===== src/rtl/seg_column_driver.sv =====
module seg_column_driver #(
  parameter int N_OUT = 80,
  parameter int NIB_W = 4
) (
  input  logic                 clk,
  input  logic                 rst_n,
  input  logic                 shift_clk,
  input  logic                 load_in,
  input  logic                 chain_in_n,
  input  logic                 dir_rev,
  input  logic [NIB_W-1:0]     nib,
  input  logic                 alt_phase,
  input  logic                 disp_off_n,
  output logic                 chain_out_n,
  output logic [2*N_OUT-1:0]   lvl
);
  localparam int N_STB = N_OUT / NIB_W;
  localparam int CW    = $clog2(N_STB + 1);

  logic             shift_q, load_q, en, done;
  logic [CW-1:0]    cnt;
  logic [N_OUT-1:0] line_r, line_nx, hold_r;

  wire shift_stb = shift_q & ~shift_clk;
  wire load_stb  = load_q & ~load_in;
  wire take      = shift_stb & en & ~load_stb;
  wire last      = (cnt == CW'(N_STB - 1));

  for (genvar j = 0; j < N_OUT; j++) begin : g_slot
    localparam int PF = j / NIB_W;
    localparam int BF = j % NIB_W;
    localparam int PR = (N_OUT - 1 - j) / NIB_W;
    localparam int BR = (N_OUT - 1 - j) % NIB_W;
    wire       hit = (cnt == (dir_rev ? CW'(PR) : CW'(PF)));
    wire       bit_in = dir_rev ? nib[BR] : nib[BF];
    assign line_nx[j] = hit ? bit_in : line_r[j];
    assign lvl[2*j +: 2] = disp_off_n ? {alt_phase, ~(alt_phase ^ hold_r[j])} : 2'b00;
  end

  always_ff @(posedge clk or negedge rst_n) begin
    if (!rst_n) begin
      shift_q <= 1'b0;
      load_q  <= 1'b0;
      en      <= 1'b0;
      done    <= 1'b0;
      cnt     <= '0;
      line_r  <= '0;
      hold_r  <= '0;
    end else begin
      shift_q <= shift_clk;
      load_q  <= load_in;
      if (load_stb) begin
        hold_r <= line_r;
        cnt    <= '0;
        done   <= 1'b0;
      end else if (take) begin
        line_r <= line_nx;
        cnt    <= cnt + 1'b1;
        if (last) done <= 1'b1;
      end
      en <= ~chain_in_n & (load_stb | ~(done | (take & last)));
    end
  end

  assign chain_out_n = ~done;

endmodule


===== config.mk =====
export PLATFORM = sky130hd
export DESIGN_NAME = seg_column_driver
export DESIGN_NICKNAME = d
export VERILOG_FILES = /design/src/rtl/seg_column_driver.sv
export SDC_FILE = /design/constraint.sdc
export NUM_CORES = 1
export LEC_CHECK = 0
export BUFFER_PORTS_ARGS = -buffer_cell sky130_fd_sc_hd__buf_2
export CAP_MARGIN = 20
export CORE_UTILIZATION = 45
export CTS_BUF_LIST = sky130_fd_sc_hd__clkbuf_4 sky130_fd_sc_hd__clkbuf_8
export CTS_CLUSTER_SIZE = 28
export DETAILED_ROUTE_END_ITERATION = 10
export PLACE_DENSITY = 0.67
export SETUP_SLACK_MARGIN = 0.2
export SYNTH_ARGS = -nofsm -noshare
export SYNTH_HDL_FRONTEND = slang
export SYNTH_SLANG_ARGS = --single-unit

===== constraint.sdc =====
create_clock -name clk -period 3.6 [get_ports clk]
set_clock_uncertainty 0.05 [all_clocks]
set_input_delay 0.54 -clock clk [delete_from_list [all_inputs] [get_ports clk]]
set_output_delay 0.54 -clock clk [all_outputs]
set_load 0.02 [all_outputs]

## After elaboration in Yosys (flattened, before gate mapping)

Cells that the tools add are included.

| word-level totals | value |
|---|---|
| input bits | 12 |
| logic and storage cells | 354 |
| register bits after elaboration | 169 |

| cells by class | value |
|---|---|
| multiplexer cells | 109 |
| reduce and logical (&&, ||, !) cells | 23 |
| bitwise logic cells | 174 |
| add/subtract/negate cells | 1 |
| equality and inequality tests | 21 |

Operator list:

| kind | number |
|---|---|
| $mux W2 | 84 |
| $not A1 Y1 | 86 |
| $xor A1 B1 Y1 | 80 |
| $eq A5 B4 Y1 | 12 |
| $reduce_and A3 Y1 | 20 |
| $mux W5 | 10 |
| $eq A5 B5 Y1 | 8 |
| $mux W4 | 8 |
| $mux W1 | 7 |
| $and A1 B1 Y1 | 6 |
| $add A5 B1 Y5 const B | 1 |
| $eq A5 B5 Y1 const B | 1 |
| $reduce_bool A2 Y1 | 2 |
| $or A1 B1 Y1 | 2 |
| $reduce_and A2 Y1 | 1 |

## Longest topological paths before layout

| logic depth | value |
|---|---|
| depth in word-level cells | 9 |
| depth in mapped cells | 6 |
| depth with buffers taken out | 4 |

## Worst setup path before layout

OpenSTA, ideal clock, no wires.

| timing | value |
|---|---|
| kind | input-to-output |
| start | in alt_phase |
| end | out lvl[101] |
| data arrival time | 2962 ps |
| required time | 3010 ps |
| setup slack | 48 ps |
| stages on the path | 4 |
| path through | clkbuf_1 buf_2 and2_1 buf_4 |

| on the way | value |
|---|---|
| longest elaborated chain between the ends | 1 |

Ends and longest elaborated chain:

| what | RTL line | text |
|---|---|---|
| start: declaration | 12 | `input logic alt_phase,` |
| $mux W2 | 37 | `assign lvl[2*j +: 2] = disp_off_n ? {alt_phase, ~(alt_phase ^ hold_r[j])} : 2'b00;` |
| end: declaration | 15 | `output logic [2*N_OUT-1:0] lvl` |

Every way passes these cells.

## Worst setup path after layout

| timing | value |
|---|---|
| start | in alt_phase |
| end | out lvl[81] |

The elaborated chain is that of the path after synthesis.

==> Flow_metrics.wiki <==
{| class="wikitable"
! Metric !! Value
|-
| Clock period minus worst slack || between 2 and 2.5 ns
|-
| Final antenna-violating net count || 0
|-
| Data arrival at the endpoint of the critical path || ~1.7 ns
|-
| DRC marker count from the first detailed-route iteration || around 290
|-
| Number of buffers inserted by hold repair at cts || 0
|-
| Number of antenna violations at the first check in global routing || 0
|-
| Headroom to the max-slew limit || 40.0%
|-
| H-tree levels || 4
|-
| I/O pin count || 173
|-
| Worst setup EP type || primary output
|-
| Largest net degree at the start of global routing || 87
|-
| Cells traversed along the worst timing path || buf_4 -> and2_2 -> buf_2
|-
| Total of buffers placed on input and output ports || about 170
|-
| Number of warnings printed during yosys synthesis || 0
|-
| Clock Tree Root || clkbuf_8
|-
| Mapped Nets || 861
|-
| Critical setup path kind || in2out
|-
| Startpoint types || input port
|-
| Yosys reg bits || 169
|-
| Run status || finished clean
|-
| Number of setup violations in the final report || 0
|-
| Final net count || about 930
|-
| Synthesized netlist cell count || roughly 850
|-
| FP Rows || 50
|-
| Largest driver fanout on the critical path || 80
|-
| Layout overhead on the synthesized area || 9.89%
|-
| Data required time of the critical path || 3.01 ns
|-
| Depth of the critical timing path with buffers and inverters included || 3
|-
| Die Span Y || roughly 140 µm
|-
| Largest vdd supply drop || 0.000285 V
|-
| Layout cell share with drive strength beyond 1 || 33.5%
|-
| Resized Gates After CTS || 0
|-
| Achievable frequency || 0.444 GHz
|-
| Critical path's largest stage delay || 0.71 ns
|-
| Via density per instance || 4.74
|-
| Multi-input logic area || roughly 3600 µm²
|-
| Total gr overflow || 0
|-
| Highest-count cells in the layout ignoring fill and taps || nand2_1, buf_2, dfrtp_1, xnor2_1, mux2_2
|-
| Number of global-route vias before repair || 5292
|-
| Area inside the core boundary || 18800 µm²
|-
| Source-to-sink clock delay at the later pin of the worst-skew pair || about 0.45 ns
|-
| Global-route usage over all layers || 17.2%
|-
| Crit-path slowest cell || and2_2
|-
| Final Max Tran Viols || 0
|-
| Final core utilization || 50.5%
|-
| Effective utilization at floorplan || 46.0%
|-
| Cell depth of the worst flop-to-flop path || 3
|-
| Number of CTS-inserted buffers || 17
|-
| Setup repair after global routing missed its margin || no
|-
| Setup TNS || 0 ns
|-
| Power per cell area || 472 nW/µm²
|-
| TritonCTS clock tree || built
|-
| Area of the mapped netlist || 8630 µm²
|-
| Gp weighted congestion || 0.785
|-
| Sequential cell area || 4230 µm²
|-
| Final non-filler cell area || 9480 µm²
|-
| Crit share post-route || 62.6%
|-
| Type of the worst min-delay path || in2async
|-
| Maximum clock path buffer count || 2
|-
| Routed WL per cell || 13.9 µm
|-
| Kind of cell adding the most delay to the critical path || simple AND/OR/NAND/NOR gates
|-
| Area of the die || roughly 20000 µm²
|-
| Critical path buffer and inverter count || 2
|-
| Final Hold Vio Count || 0
|-
| Routed wire length || 16200 µm
|-
| Worst-Margin Slew || 0.900 ns
|-
| Via count || 5513
|-
| Max-cap violations || 0
|-
| Die X-Extent || 140 µm
|-
| Sequential area share after synthesis || 49.0%
|-
| Post-CTS Setup Inserts || 0
|-
| Clock Sinks || approximately 170
|-
| Number of iterations in the first detailed-routing pass || 4
|-
| Post-CTS clock slew at the launch and capture registers of the worst setup and hold paths || approximately 0.080 ns
|-
| DRC violation count after routing || 0
|-
| Mean Syn Cell Area || 10.2 µm²
|-
| Placement Cell Area || approximately 9000 µm²
|-
| Count of fill cells added during filler insertion || 1707
|-
| Leakage power total || 5.02 nW
|-
| Most frequent standard cell in the layout excluding fill and tap cells || nand2_1
|-
| Number of antenna cells inserted || 0
|-
| HPWL after detailed placement || approximately 10000 µm
|-
| Wire length of the first global-routing pass || 26800 µm
|-
| Count of different cell masters after synthesis || 31
|}
## cells in the mapped netlist
library cell | count | area share (%)
nand2_1 | 244 | 11
nand3b_1 | 1 | 0.087
nor4_2 | 1 | 0.15
mux2_1 | 1 | 0.13
inv_1 | 2 | 0.087
nor3_1 | 3 | 0.17
mux2i_4 | 3 | 0.78
or3_1 | 1 | 0.073
a21oi_1 | 2 | 0.12
or2_2 | 1 | 0.073
xor2_1 | 4 | 0.41
xnor2_1 | 83 | 8.4
buf_1 | 4 | 0.17
nand2b_1 | 6 | 0.44
nor3_4 | 8 | 1.5
a21oi_2 | 1 | 0.10
mux2_2 | 83 | 11
and3b_1 | 1 | 0.10
nor2_1 | 13 | 0.57
and2_1 | 81 | 5.9
nand3_1 | 1 | 0.058
ha_1 | 1 | 0.15
and2b_1 | 2 | 0.17
buf_6 | 2 | 0.26
buf_4 | 81 | 7.0
nor2b_4 | 1 | 0.16
dfrtp_1 | 169 | 49
buf_2 | 9 | 0.52
clkbuf_1 | 33 | 1.4
nand4_1 | 5 | 0.36
and2_2 | 1 | 0.087
## power by group
| part | internal (mW) | total (mW) | leakage (nW) | switching, mW |
|---|---|---|---|---|
| Clock | 0.775 | 1.44 | 0.215 | 0.668 |
| Combinational | 0.347 | 0.839 | 2.50 | 0.492 |
| Sequential | 2.07 | 2.19 | 2.31 | 0.122 |
| Total | 3.19 | 4.48 | 5.02 | 1.28 |
## final timing paths
check / start / to / slack, ns
setup / recovery: alt_phase / lvl[81] / 1.35
hold reg to reg: line_r[39]$_DFFE_PN0P_ / hold_r[39]$_DFFE_PN0N_ / 0.41
hold / removal: rst_n / hold_r[22]$_DFFE_PN0N_ / 0.009
max in group asynchronous: rst_n / hold_r[66]$_DFFE_PN0N_ / 2.64
setup reg to reg: cnt[4]$_DFFE_PN0P_ / line_r[52]$_DFFE_PN0P_ / 1.40
min in group clk: shift_clk / shift_q$_DFF_PN0_ / 0.16
## sequential cells by signal, summed over array words and instances, names as in the netlist
name / cells
line_r: 80
cnt: 5
hold_r: 80
load_q: 1
shift_q: 1
en: 1
done: 1
## through the flow
stage / instances / power (mW) / hold slack (ns) / setup WS, ns
final: 1163 / 4.48 / 0.00927 / 1.35
after global routing: 1163 / 4.70 / 0.0315 / 1.18
after detailed placement: 1131 / 3.09 / 0.399 / 1.08
after floorplan: 848 / 2.88 / 0.194 / 0.777
after CTS: 1163 / 4.53 / 0.0101 / 1.31
after global placement: 1131 / 3.08 / 0.395 / 1.15
## cell families (layout without fill, tap and decap cells)
family / count (synthesis) / in the layout / synth area share, %
AO/OA/AOI/OAI: 3 / 3 / 0.218
XOR/XNOR: 87 / 87 / 8.83
adder cells (fa/ha/maj): 1 / 1 / 0.145
buffers and inverters: 131 / 212 / 9.53
flip-flops: 169 / 169 / 49.0
multiplexers: 87 / 87 / 11.7
AND/OR/NAND/NOR: 370 / 370 / 20.5
## final cells by class
| type | count | share of cell area, % |
|---|---|---|
| Tap cell | 234 | 3.09 |
| Clock buffer | 19 | 2.69 |
| Clock inverter | 13 | 1.86 |
| Sequential cell | 169 | 44.6 |
| Multi-Input combinational cell | 548 | 37.8 |
| Inverter | 2 | 0.0792 |
| Timing Repair Buffer | 178 | 9.91 |
## metal layers
layer,vias to the layer above,track usage [%],part of all wire (%)
met5,-,0,0
met4,0,4.81,1.0
met1,2667,23.2,47
met3,15,3.73,3.8
met2,122,28.1,49
li1,2709,-,-
Note: power is estimated with default switching activity, not from simulation.
